<file path="config.mk">
export PLATFORM = sky130hd
export DESIGN_NAME = btb_fetch
export DESIGN_NICKNAME = d
export VERILOG_FILES = /design/src/rtl/btb_pkg.sv /design/src/rtl/btb_store.sv /design/src/rtl/btb_victim.sv /design/src/rtl/btb_resolve.sv /design/src/rtl/btb_fetch.sv
export SDC_FILE = /design/constraint.sdc
export NUM_CORES = 1
export LEC_CHECK = 0
export BUFFER_PORTS_ARGS = -buffer_cell sky130_fd_sc_hd__buf_2
export CAP_MARGIN = 20
export CORE_ASPECT_RATIO = 1.1
export CORE_MARGIN = 3
export CORE_UTILIZATION = 67
export CTS_CLUSTER_SIZE = 25
export DETAILED_ROUTE_END_ITERATION = 10
export GPL_TIMING_DRIVEN = 0
export PLACE_DENSITY = 0.86
export SYNTH_ARGS = -nofsm -noshare
export SYNTH_HDL_FRONTEND = slang
export SYNTH_SLANG_ARGS = --single-unit
</file>
<file path="constraint.sdc">
create_clock -name clk_i -period 11.3 [get_ports clk_i]
set_clock_uncertainty 0.15 [all_clocks]
set_input_delay 0.565 -clock clk_i [delete_from_list [all_inputs] [get_ports clk_i]]
set_output_delay 0.565 -clock clk_i [all_outputs]
set_load 0.05 [all_outputs]
</file>
<file path="src/rtl/btb_pkg.sv">
package btb_pkg;
  typedef enum logic [1:0] {
    RES_IDLE,
    RES_WRITE,
    RES_DROP
  } res_act_e;
endpackage

</file>
<file path="src/rtl/btb_store.sv">
module btb_store #(
  parameter int unsigned ENTRIES = 8,
  parameter int unsigned PC_W    = 32,
  localparam int unsigned IDX_W  = $clog2(ENTRIES)
) (
  input  logic             clk_i,
  input  logic             rst_ni,
  input  logic [PC_W-1:0]  fetch_pc_i,
  output logic             fetch_hit_o,
  output logic [PC_W-1:0]  fetch_tgt_o,
  input  logic [PC_W-1:0]  look_pc_i,
  output logic             look_hit_o,
  output logic [IDX_W-1:0] look_idx_o,
  output logic [PC_W-1:0]  look_tgt_o,
  input  logic             wr_en_i,
  input  logic [IDX_W-1:0] wr_idx_i,
  input  logic [PC_W-1:0]  wr_tag_i,
  input  logic [PC_W-1:0]  wr_tgt_i,
  input  logic             inv_en_i,
  input  logic [IDX_W-1:0] inv_idx_i,
  output logic [ENTRIES-1:0] valid_o
);
  logic [ENTRIES-1:0] vld_q;
  logic [PC_W-1:0]    tag_q [ENTRIES];
  logic [PC_W-1:0]    tgt_q [ENTRIES];
  logic [ENTRIES-1:0] f_match, l_match;

  for (genvar g = 0; g < ENTRIES; g++) begin : g_ent
    always_ff @(posedge clk_i or negedge rst_ni) begin
      if (!rst_ni) begin
        vld_q[g] <= 1'b0;
        tag_q[g] <= '0;
        tgt_q[g] <= '0;
      end else if (wr_en_i && wr_idx_i == IDX_W'(g)) begin
        vld_q[g] <= 1'b1;
        tag_q[g] <= wr_tag_i;
        tgt_q[g] <= wr_tgt_i;
      end else if (inv_en_i && inv_idx_i == IDX_W'(g)) begin
        vld_q[g] <= 1'b0;
      end
    end
    assign f_match[g] = vld_q[g] && (tag_q[g] == fetch_pc_i);
    assign l_match[g] = vld_q[g] && (tag_q[g] == look_pc_i);
  end

  always_comb begin
    fetch_tgt_o = '0;
    look_tgt_o  = '0;
    look_idx_o  = '0;
    for (int i = 0; i < ENTRIES; i++) begin
      if (f_match[i]) fetch_tgt_o = fetch_tgt_o | tgt_q[i];
      if (l_match[i]) begin
        look_tgt_o = look_tgt_o | tgt_q[i];
        look_idx_o = look_idx_o | IDX_W'(i);
      end
    end
  end

  assign fetch_hit_o = |f_match;
  assign look_hit_o  = |l_match;
  assign valid_o     = vld_q;
endmodule

</file>
<file path="src/rtl/btb_victim.sv">
module btb_victim #(
  parameter int unsigned ENTRIES = 8,
  localparam int unsigned IDX_W  = $clog2(ENTRIES)
) (
  input  logic               clk_i,
  input  logic               rst_ni,
  input  logic [ENTRIES-1:0] valid_i,
  input  logic               alloc_i,
  output logic [IDX_W-1:0]   victim_o
);
  logic [IDX_W-1:0] rr_q, free_idx;
  logic             full;

  assign full = &valid_i;

  always_comb begin
    free_idx = '0;
    for (int i = ENTRIES - 1; i >= 0; i--) begin
      if (!valid_i[i]) free_idx = IDX_W'(i);
    end
  end

  assign victim_o = full ? rr_q : free_idx;

  always_ff @(posedge clk_i or negedge rst_ni) begin
    if (!rst_ni) rr_q <= '0;
    else if (alloc_i && full)
      rr_q <= (rr_q == IDX_W'(ENTRIES - 1)) ? '0 : rr_q + 1'b1;
  end
endmodule

</file>
<file path="src/rtl/btb_resolve.sv">
module btb_resolve #(
  parameter int unsigned ENTRIES    = 8,
  parameter int unsigned PC_W       = 32,
  parameter int unsigned INSN_BYTES = 4,
  localparam int unsigned IDX_W     = $clog2(ENTRIES)
) (
  input  logic             res_valid_i,
  input  logic [PC_W-1:0]  res_pc_i,
  input  logic             res_is_br_i,
  input  logic             res_taken_i,
  input  logic [PC_W-1:0]  res_target_i,
  input  logic             res_hit_i,
  input  logic             look_hit_i,
  input  logic [IDX_W-1:0] look_idx_i,
  input  logic [PC_W-1:0]  look_tgt_i,
  input  logic [IDX_W-1:0] victim_i,
  output btb_pkg::res_act_e act_o,
  output logic [IDX_W-1:0] idx_o,
  output logic             alloc_o,
  output logic             redir_o,
  output logic [PC_W-1:0]  redir_pc_o
);
  import btb_pkg::*;
  localparam logic [PC_W-1:0] STEP = PC_W'(INSN_BYTES);

  logic taken, same_tgt;
  assign taken    = res_is_br_i && res_taken_i;
  assign same_tgt = res_hit_i && look_hit_i && (look_tgt_i == res_target_i);

  always_comb begin
    act_o      = RES_IDLE;
    idx_o      = look_hit_i ? look_idx_i : victim_i;
    alloc_o    = 1'b0;
    redir_o    = 1'b0;
    redir_pc_o = res_target_i;
    if (res_valid_i) begin
      if (taken && !same_tgt) begin
        act_o   = RES_WRITE;
        alloc_o = !look_hit_i;
        redir_o = 1'b1;
      end else if (!taken && res_hit_i) begin
        // stale flag: entry may already be gone, restart still needed
        act_o      = look_hit_i ? RES_DROP : RES_IDLE;
        redir_o    = 1'b1;
        redir_pc_o = res_pc_i + STEP;
      end
    end
  end
endmodule

</file>
<file path="src/rtl/btb_fetch.sv">
module btb_fetch #(
  parameter int unsigned ENTRIES    = 8,
  parameter int unsigned PC_W       = 32,
  parameter int unsigned INSN_BYTES = 4
) (
  input  logic            clk_i,
  input  logic            rst_ni,
  input  logic            fetch_valid_i,
  input  logic [PC_W-1:0] fetch_pc_i,
  output logic            pred_hit_o,
  output logic [PC_W-1:0] next_pc_o,
  input  logic            res_valid_i,
  input  logic [PC_W-1:0] res_pc_i,
  input  logic            res_is_br_i,
  input  logic            res_taken_i,
  input  logic [PC_W-1:0] res_target_i,
  input  logic            res_hit_i,
  output logic            redirect_o,
  output logic [PC_W-1:0] redirect_pc_o
);
  import btb_pkg::*;
  localparam int unsigned IDX_W = $clog2(ENTRIES);
  localparam logic [PC_W-1:0] STEP = PC_W'(INSN_BYTES);

  logic               f_hit, l_hit, alloc, redir;
  logic [PC_W-1:0]    f_tgt, l_tgt, redir_pc;
  logic [IDX_W-1:0]   l_idx, victim, act_idx;
  logic [ENTRIES-1:0] valid;
  res_act_e           act;

  btb_store #(.ENTRIES(ENTRIES), .PC_W(PC_W)) u_store (
    .clk_i       (clk_i),
    .rst_ni      (rst_ni),
    .fetch_pc_i  (fetch_pc_i),
    .fetch_hit_o (f_hit),
    .fetch_tgt_o (f_tgt),
    .look_pc_i   (res_pc_i),
    .look_hit_o  (l_hit),
    .look_idx_o  (l_idx),
    .look_tgt_o  (l_tgt),
    .wr_en_i     (act == RES_WRITE),
    .wr_idx_i    (act_idx),
    .wr_tag_i    (res_pc_i),
    .wr_tgt_i    (res_target_i),
    .inv_en_i    (act == RES_DROP),
    .inv_idx_i   (act_idx),
    .valid_o     (valid)
  );

  btb_victim #(.ENTRIES(ENTRIES)) u_victim (
    .clk_i    (clk_i),
    .rst_ni   (rst_ni),
    .valid_i  (valid),
    .alloc_i  (alloc),
    .victim_o (victim)
  );

  btb_resolve #(.ENTRIES(ENTRIES), .PC_W(PC_W), .INSN_BYTES(INSN_BYTES)) u_resolve (
    .res_valid_i  (res_valid_i),
    .res_pc_i     (res_pc_i),
    .res_is_br_i  (res_is_br_i),
    .res_taken_i  (res_taken_i),
    .res_target_i (res_target_i),
    .res_hit_i    (res_hit_i),
    .look_hit_i   (l_hit),
    .look_idx_i   (l_idx),
    .look_tgt_i   (l_tgt),
    .victim_i     (victim),
    .act_o        (act),
    .idx_o        (act_idx),
    .alloc_o      (alloc),
    .redir_o      (redir),
    .redir_pc_o   (redir_pc)
  );

  assign pred_hit_o = fetch_valid_i && f_hit;
  assign next_pc_o  = pred_hit_o ? f_tgt : fetch_pc_i + STEP;

  always_ff @(posedge clk_i or negedge rst_ni) begin
    if (!rst_ni) begin
      redirect_o    <= 1'b0;
      redirect_pc_o <= '0;
    end else begin
      redirect_o    <= redir;
      redirect_pc_o <= redir ? redir_pc : redirect_pc_o;
    end
  end
endmodule

</file>
==> results of run 1 <==
==> stage by stage <==
stage / TNS, ps / std cells / cell area [um^2] / setup slack (ps) / hold slack, ps
4_1_cts: 0 / 4283 / 39200 / 4310 / 161
3_5_place_dp: 0 / 4176 / 37300 / 3690 / 349
3_3_place_gp: -963200 / 4144 / 36800 / -1830 / 344
2_1_floorplan: 0 / 3353 / 35400 / 6500 / 119
==> cells in the mapped netlist (all sizes together) (26+ instances only) <==
cell type / instances / area (um^2)
o21ai: 57 / 289
xnor2: 379 / 3320
nor3: 26 / 135
o22ai: 54 / 338
mux2: 515 / 6470
or4: 32 / 244
nand3: 116 / 581
inv: 37 / 139
nand4: 176 / 1100
a21oi: 40 / 283
nand2: 250 / 938
and3: 41 / 257
a22oi: 83 / 623
nor4: 111 / 722
nor2: 65 / 244
nand2b: 62 / 388
a22o: 36 / 315
dfrtp: 556 / 13900
a221oi: 37 / 330
clkbuf: 157 / 589
xor2: 167 / 1460
buf: 132 / 739
==> metal layers <==
metal	overflow	track usage, %
met5	0	16.3
met4	7	67.4
met3	0	48.3
met2	2	89.1
met1	0	72.6
==> kinds of logic after synthesis <==
family / Yosys count
buf+inv: 326
mux: 520
compound gates: 446
flops: 556
simple gates: 955
xor+xnor: 546
fa+ha+maj: 4
==> what timing repair did <==
action	in CTS
hold buffers	1
resized for setup	0
endpoints found under the hold margin	100
==> impl_metrics.csv, run 1 <==
group,metric,value,unit
outcome,status,"stopped before the end",
outcome,haltStage,"5_1_grt",
outcome,first-error,"[ERROR GRT-0116] Global routing finished with congestion. Check the congestion regions in the DRC Viewer.",
grt,grt_pass1_vias,36200,
logic_synthesis,avgSynthCellArea,10.5,um^2
placement,place.gp.congestion,1.23,
floorplanning,start_util,68.4,%
floorplanning,dieWidth,225,um
logic_synthesis,yosys-mux-area-fraction,18.4,%
floorplanning,io_pins,169,
logic_synthesis,ys.flop_type,"dfrtp_1",
grt,grt_start_max_net_pins,127,
logic_synthesis,ys_seq_area_share,39.3,%
clock_tree,clockRootBuffer,"clkbuf_16",
logic_synthesis,synth_top_family_by_area,"multiplexers",
placement,portBuffers,124,
logic_synthesis,yosysWarnings,0,
placement,dp_hpwl,132,mm
logic_synthesis,synth_cells,3353,
clock_tree,post_cts_buffers,0,
clock_tree,htree_levels,2,
logic_synthesis,synth_fa_ha_area_share,0.142,%
logic_synthesis,synth-simple-area-share,14.7,%
grt,grt_use_total,69.7,%
logic_synthesis,synth_compound_area_share,9.66,%
logic_synthesis,synth_edf_count,0,
floorplanning,row_count,87,
logic_synthesis,post_synth_num_cell_types,81,
logic_synthesis,ys_ff_latch,556,
logic_synthesis,async_reset_ff_share,100,%
floorplanning,die_h,247,um
clock_tree,cts.sinks,556,
logic_synthesis,synth_xor_xnor_area_share,13.5,%
logic_synthesis,synth_area,0.0354,mm^2
grt,overflow,9,
grt,grt_pass1_wl,274,mm
logic_synthesis,syn_nets,3460,
clock_tree,cts_max_path_buffers,3,
clock_tree,numCtsBuffers,57,
==> run 2: changes to the inputs <==
--- a/config.mk
+++ b/config.mk
@@ -7,13 +7,11 @@
 export LEC_CHECK = 0
 export BUFFER_PORTS_ARGS = -buffer_cell sky130_fd_sc_hd__buf_2
 export CAP_MARGIN = 20
-export CORE_ASPECT_RATIO = 1.1
 export CORE_MARGIN = 3
-export CORE_UTILIZATION = 67
-export CTS_CLUSTER_SIZE = 25
+export CORE_UTILIZATION = 40
 export DETAILED_ROUTE_END_ITERATION = 10
 export GPL_TIMING_DRIVEN = 0
-export PLACE_DENSITY = 0.86
+export PLACE_DENSITY_LB_ADDON = 0.15
 export SYNTH_ARGS = -nofsm -noshare
 export SYNTH_HDL_FRONTEND = slang
 export SYNTH_SLANG_ARGS = --single-unit
==> impl_metrics.csv, run 2 <==
group,metric,value,unit
layout,post-route-util,47.2,%
floorplanning,die_h,303,um
clock_tree,cts.sinks,556,
timing,report.final.slew_viol_count,0,
clock_tree,numCtsBuffers,71,
setup_path,crit_type,"in -> reg",
logic_synthesis,synth_edf_count,0,
clock_tree,cts_tree,"done",
grt,grt_use_total,42.8,%
placement,placed_area,0.0385,mm^2
grt,grt_start_max_net_pins,113,
logic_synthesis,ys_ff_latch,556,
timing,period_share,68.0,%
floorplanning,io_pins,169,
layout,stdcell_area,0.0412,mm^2
logic_synthesis,synth.most_common_cell,"dfrtp_1",
pwr,irDropWorstVdd,129,uV
placement,dp_hpwl,147,mm
layout,final_layout_size_suffix_gt1_share,20.2,%
setup_path,cp_max_fo,10,
setup_path,arrival,8060,ps
drt,drcViolationCount,0,
placement,dp_cells,4697,
clock_tree,cts.reportedPaths.clkPinSlew,60,ps
logic_synthesis,yosysWarnings,0,
layout,top_regs,"u_store.tag_q: 256 flops, u_store.tgt_q: 256 flops, redirect_pc_o: 32 flops",
pwr,power_leakage,16.7,nW
logic_synthesis,syn_nets,3460,
timing,hold_viol,0,
clock_tree,clockRootBuffer,"clkbuf_16",
setup_path,endpoint_kind,"flop",
clock_tree,cts_resized,0,
drt,route.vias.total,33100,
drt,drt_iter0_drc,5525,
setup_path,required,11670,ps
floorplanning,start_util,40.6,%
clock_tree,clk_latency,650,ps
timing,period_minus_slack,7690,ps
drt,vias_per_cell,6.83,
drt,wire_per_inst,41.4,um
timing,max_freq,130,MHz
timing,tightest_slew,1310,ps
placement,portBuffers,124,
logic_synthesis,synth_area,0.0354,mm^2
timing,slew_headroom,12.8,%
outcome,status,"complete, no violations",
floorplanning,die-area,0.0920,mm^2
logic_synthesis,synth_top_area_share,39.3,%
grt,grt_pass1_wl,267,mm
grt,overflow,0,
drt,ant_nets,0,
clock_tree,cts_max_path_buffers,3,
timing,setup_violations,0,
logic_synthesis,synth_cells,3353,
min_path,hp-class,"in -> reg",
logic_synthesis,avgSynthCellArea,10.5,um^2
flow_run,max_cap_viol_count,0,
pwr,power_density,226,mW/mm^2
layout,layout_commonest_cell,"dfrtp_1",
grt,grt_pass1_vias,31400,
clock_tree,htree_levels,3,
logic_synthesis,yosys.area.top_type,"dfrtp_1",
layout,final_cell_mix,"dfrtp_1, xnor2_1, nand2_1",
placement,place.gp.congestion,1.06,
logic_synthesis,post_synth_num_cell_types,81,
grt,antenna_found_initial,14,
logic_synthesis,synth_common_cells,"dfrtp_1, xnor2_1, nand2_1, mux2_1, mux2_4",
drt,routed_wl,201,mm
logic_synthesis,ys_top_cells_by_area,"dfrtp_1, xnor2_1, mux2_1, mux2_4, xor2_1",
timing,setup_ws,3610,ps
placement,place_ws,3210,ps
layout,area_growth,16.4,%
floorplanning,core,0.0872,mm^2
timing,rsz0062_at_grt,"false",
floorplanning,dieWidth,303,um
layout,final_cells,4846,
layout,nNetsFinal,3734,
logic_synthesis,ys.flop_type,"dfrtp_1",
logic_synthesis,async_reset_ff_share,100,%
setup_path,worstSetupStartpointType,"primary input",
drt,drtPass1Iterations,6,
logic_synthesis,ys_seq_area_share,39.3,%
floorplanning,row_count,108,
[run 2: logic make-up (layout without fill, tap and decap cells)]
group,count (synthesis),count (layout),synth area share (%)
and+or+nand+nor,955,955,14.7
DFF,556,556,39.3
xor gates and xnor gates,546,546,13.5
muxes,520,520,18.4
AOI/OAI and AO/OA,446,446,9.66
buffers and inverters,326,652,4.15
adders and majority gates,4,4,0.142
other,0,12,0
[run 2: per-stage QoR]
step | total power (W) | hold slack, ps | setup TNS [ps]
finish | 0.00929 | 202 | 0
global route | 0.00958 | 227 | 0
CTS | 0.00914 | 173 | 0
detailed placement | 0.00668 | 331 | 0
global placement | 0.00659 | 340 | -1613390
floorplan | 0.00547 | 119 | 0
[run 2: area by class of cell]
cell class              count  area, um^2
flip-flops and latches    556       13900
clock inverters            31         388
multi-input cells        2471       20100
clock buffers              94        2070
diodes                     12        30.0
inverters                  37         139
repair buffers            201        1770
plain buffers             289        1350
well taps                1155        1450
fillers                  8294       46000
[run 2: worst paths after layout]
check | startpoint | endpoint | slack, ps | depth (start not counted)
setup / recovery | res_pc_i[1] | u_store.tgt_q[217] | 3610 | 17
hold / removal | res_target_i[1] | u_store.tgt_q[161] | 200 | 2
setup reg to reg | u_store.tag_q[103] | u_store.tgt_q[217] | 3960 | 13
hold reg to reg | u_store.tgt_q[237] | u_store.tgt_q[237] | 360 | 1
max in group asynchronous | rst_ni | redirect_o | 9290 | 4
min in group asynchronous | rst_ni | u_store.tag_q[220] | 270 | 2
[run 2: metal layers]
metal / wire, um / global-route usage, % / vias to the layer above
li1: - / - / 12900
met1: 78800 / 56.1 / 16500
met2: 78700 / 58.5 / 2885
met3: 26800 / 16.0 / 769
met4: 16100 / 28.0 / 6
met5: 162 / 1.06 / -
[run 2: critical path, cell delays in order]
cell      delay [ps]
buf_2            540
clkbuf_1         760
buf_6            260
xnor2_1          120
nand3_1          140
or3_1            350
clkbuf_1         600
clkbuf_1         860
o32ai_1          180
nor4_1           590
a22oi_1          290
nand4_1          190
and3b_1          250
buf_2            240
a21oi_2          950
buf_2            670
mux2_2           410
[run 2: power breakdown]
part           internal [W]  leakage, nW  switching, W
clock               0.00147         1.20      0.000988
combinational       0.00141         8.33       0.00160
sequential          0.00279         7.22       0.00102
total               0.00567         16.7       0.00362
[run 2: repair_timing]
item | 4_1_cts | 5_1_grt
buffers inserted | 0 | 0
endpoints found under the setup margin | 0 | 0
hold endpoints to repair | 28 | 0
hold buffers | 1 | 0
Note: power is estimated with default switching activity, not from simulation.
==> run 3: changes to the inputs <==
==> constraint.sdc (replaced) <==
create_clock -name clk_i -period 6.6 [get_ports clk_i]
set_clock_uncertainty 0.15 [all_clocks]
set_input_delay 0.33 -clock clk_i [delete_from_list [all_inputs] [get_ports clk_i]]
set_output_delay 0.33 -clock clk_i [all_outputs]
set_load 0.05 [all_outputs]
==> impl_metrics.csv, run 3 (synthesis results as in run 2) <==
group,metric,value,unit
clock_tree,cts_tree,"done",
pwr,irDropWorstVdd,224,uV
layout,post-route-util,47.3,%
floorplanning,dieWidth,303,um
drt,wire_per_inst,41.4,um
grt,grt_pass1_wl,267,mm
layout,layout_commonest_cell,"dfrtp_1",
timing,rsz0062_at_grt,"false",
setup_path,cpMostUsedCell,"buf_2",
timing,setup_ws,-201,ps
setup_path,worstSetupStartpointType,"primary input",
layout,fill_cells,8290,
grt,overflow,0,
pwr,power_density,386,mW/mm^2
clock_tree,post_cts_buffers,0,
layout,final_cells,4842,
layout,top_regs,"u_store.tag_q: 256 flops, u_store.tgt_q: 256 flops, redirect_pc_o: 32 flops",
drt,drtPass1Iterations,6,
drt,routed_wl,200,mm
floorplanning,io_pins,169,
layout,final_layout_size_suffix_gt1_share,20.6,%
drt,drt_iter0_drc,5542,
setup_path,crit_chain,"buf_2 -> buf_2 -> xnor2_1 -> and4_1 -> nand4_1 -> or3_1 -> clkbuf_1 -> clkbuf_2 -> o22ai_1 -> nor4_1 -> xor2_1 -> nand4_1 -> nor4_4 -> buf_4 -> a21oi_4 -> buf_2 -> mux2_1",
grt,grt_use_total,42.8,%
layout,area_growth,16.6,%
setup_path,arrival,7170,ps
setup_path,cpMaxStageDelayCell,"nand4_1",
clock_tree,cts.sinks,556,
placement,dp_cells,4697,
clock_tree,clockRootBuffer,"clkbuf_16",
setup_path,cp_max_fo,10,
placement,placed_area,0.0385,mm^2
floorplanning,core,0.0872,mm^2
setup_path,crit_family,"simple AND/OR/NAND/NOR gates",
layout,final_cell_mix,"dfrtp_1, xnor2_1, nand2_1",
layout,nNetsFinal,3733,
timing,period_share,103,%
flow_run,max_cap_viol_count,0,
clock_tree,clk_latency,660,ps
timing,period_minus_slack,6800,ps
clock_tree,numCtsBuffers,71,
setup_path,required,6970,ps
grt,antenna_found_initial,17,
timing,slew_headroom,11.2,%
setup_path,crit_type,"in -> reg",
setup_path,worst-path-buf-inv,6,
pwr,power_leakage,16.8,nW
floorplanning,die_h,303,um
outcome,status,"finished, violations left",
timing,report.final.slew_viol_count,0,
floorplanning,start_util,40.6,%
placement,dp_hpwl,147,mm
clock_tree,cts.reportedPaths.clkPinSlew,60,ps
grt,grt_start_max_net_pins,113,
timing,tightest_slew,1330,ps
timing,hold_viol,0,
timing,max_freq,147,MHz
placement,portBuffers,124,
drt,drcViolationCount,0,
drt,route.vias.total,33000,
drt,ant_nets,0,
floorplanning,die-area,0.0920,mm^2
setup_path,worst_path_largest_cell_delay,710,ps
outcome,violations,"setup timing",
setup_path,endpoint_kind,"flop",
clock_tree,htree_levels,3,
drt,vias_per_cell,6.82,
clock_tree,cts_max_path_buffers,3,
min_path,hp-class,"in -> async",
placement,place.gp.congestion,1.06,
grt,grt_pass1_vias,31300,
timing,setup_violations,158,
layout,stdcell_area,0.0412,mm^2
floorplanning,row_count,108,
## run 3: area by class of cell
class	instances	area [um^2]	area share, %
Antenna cell	9	22.5	0.0546
Buffer	288	1360	3.29
Clock buffer	94	2070	5.02
Clock inverter	31	388	0.941
Inverter	37	139	0.337
Multi-Input combinational cell	2471	20100	48.8
Sequential cell	556	13900	33.7
Tap cell	1155	1450	3.51
Timing Repair Buffer	201	1770	4.28
## run 3: per-layer routing
metal	global-route usage (%)	vias up	part of all wire, %
li1	-	12900	-
met1	56.1	16500	39
met2	58.4	2860	39
met3	15.9	773	14
met4	28.2	6	8.1
met5	1.06	-	0.082
## run 3: path summary, 6_finish.rpt
path	from	end	slack [ps]	cells past startpoint
max reg2reg	u_store.tag_q[108]	u_store.tgt_q[183]	-190	16
min reg2reg	u_store.tgt_q[237]	u_store.tgt_q[237]	360	1
max in group asynchronous	rst_ni	redirect_pc_o[29]	4790	4
min in group clk_i	res_target_i[2]	u_store.tgt_q[98]	50	2
max	res_pc_i[8]	u_store.tgt_q[183]	-200	17
min	rst_ni	u_store.tag_q[220]	30	2
## run 3: where the power goes
part / switching [W] / total (W) / internal [W]
Sequential: 0.00175 / 0.00654 / 0.00478
Combinational: 0.00276 / 0.00518 / 0.00241
Clock: 0.00170 / 0.00422 / 0.00252
## run 3: through the flow
| step | total power (W) | hold slack, ps | setup slack, ps | setup TNS [ps] |
|---|---|---|---|---|
| 2_1_floorplan | 0.00937 | -116 | 2230 | 0 |
| 3_3_place_gp | 0.0113 | 340 | -7480 | -4824150 |
| 3_5_place_dp | 0.0114 | 95.7 | -1260 | -470610 |
| 4_1_cts | 0.0156 | 13.7 | 54.7 | 0 |
| 5_1_grt | 0.0164 | 37.0 | 58.3 | 0 |
| 6_report | 0.0159 | 31.6 | -201 | -13230 |
## run 3: repair_timing
action	4_1_cts	5_1_grt
hold buffers	2	0
gates resized for setup	8	13
hold endpoints to repair	452	0
setup endpoints to repair	398	240
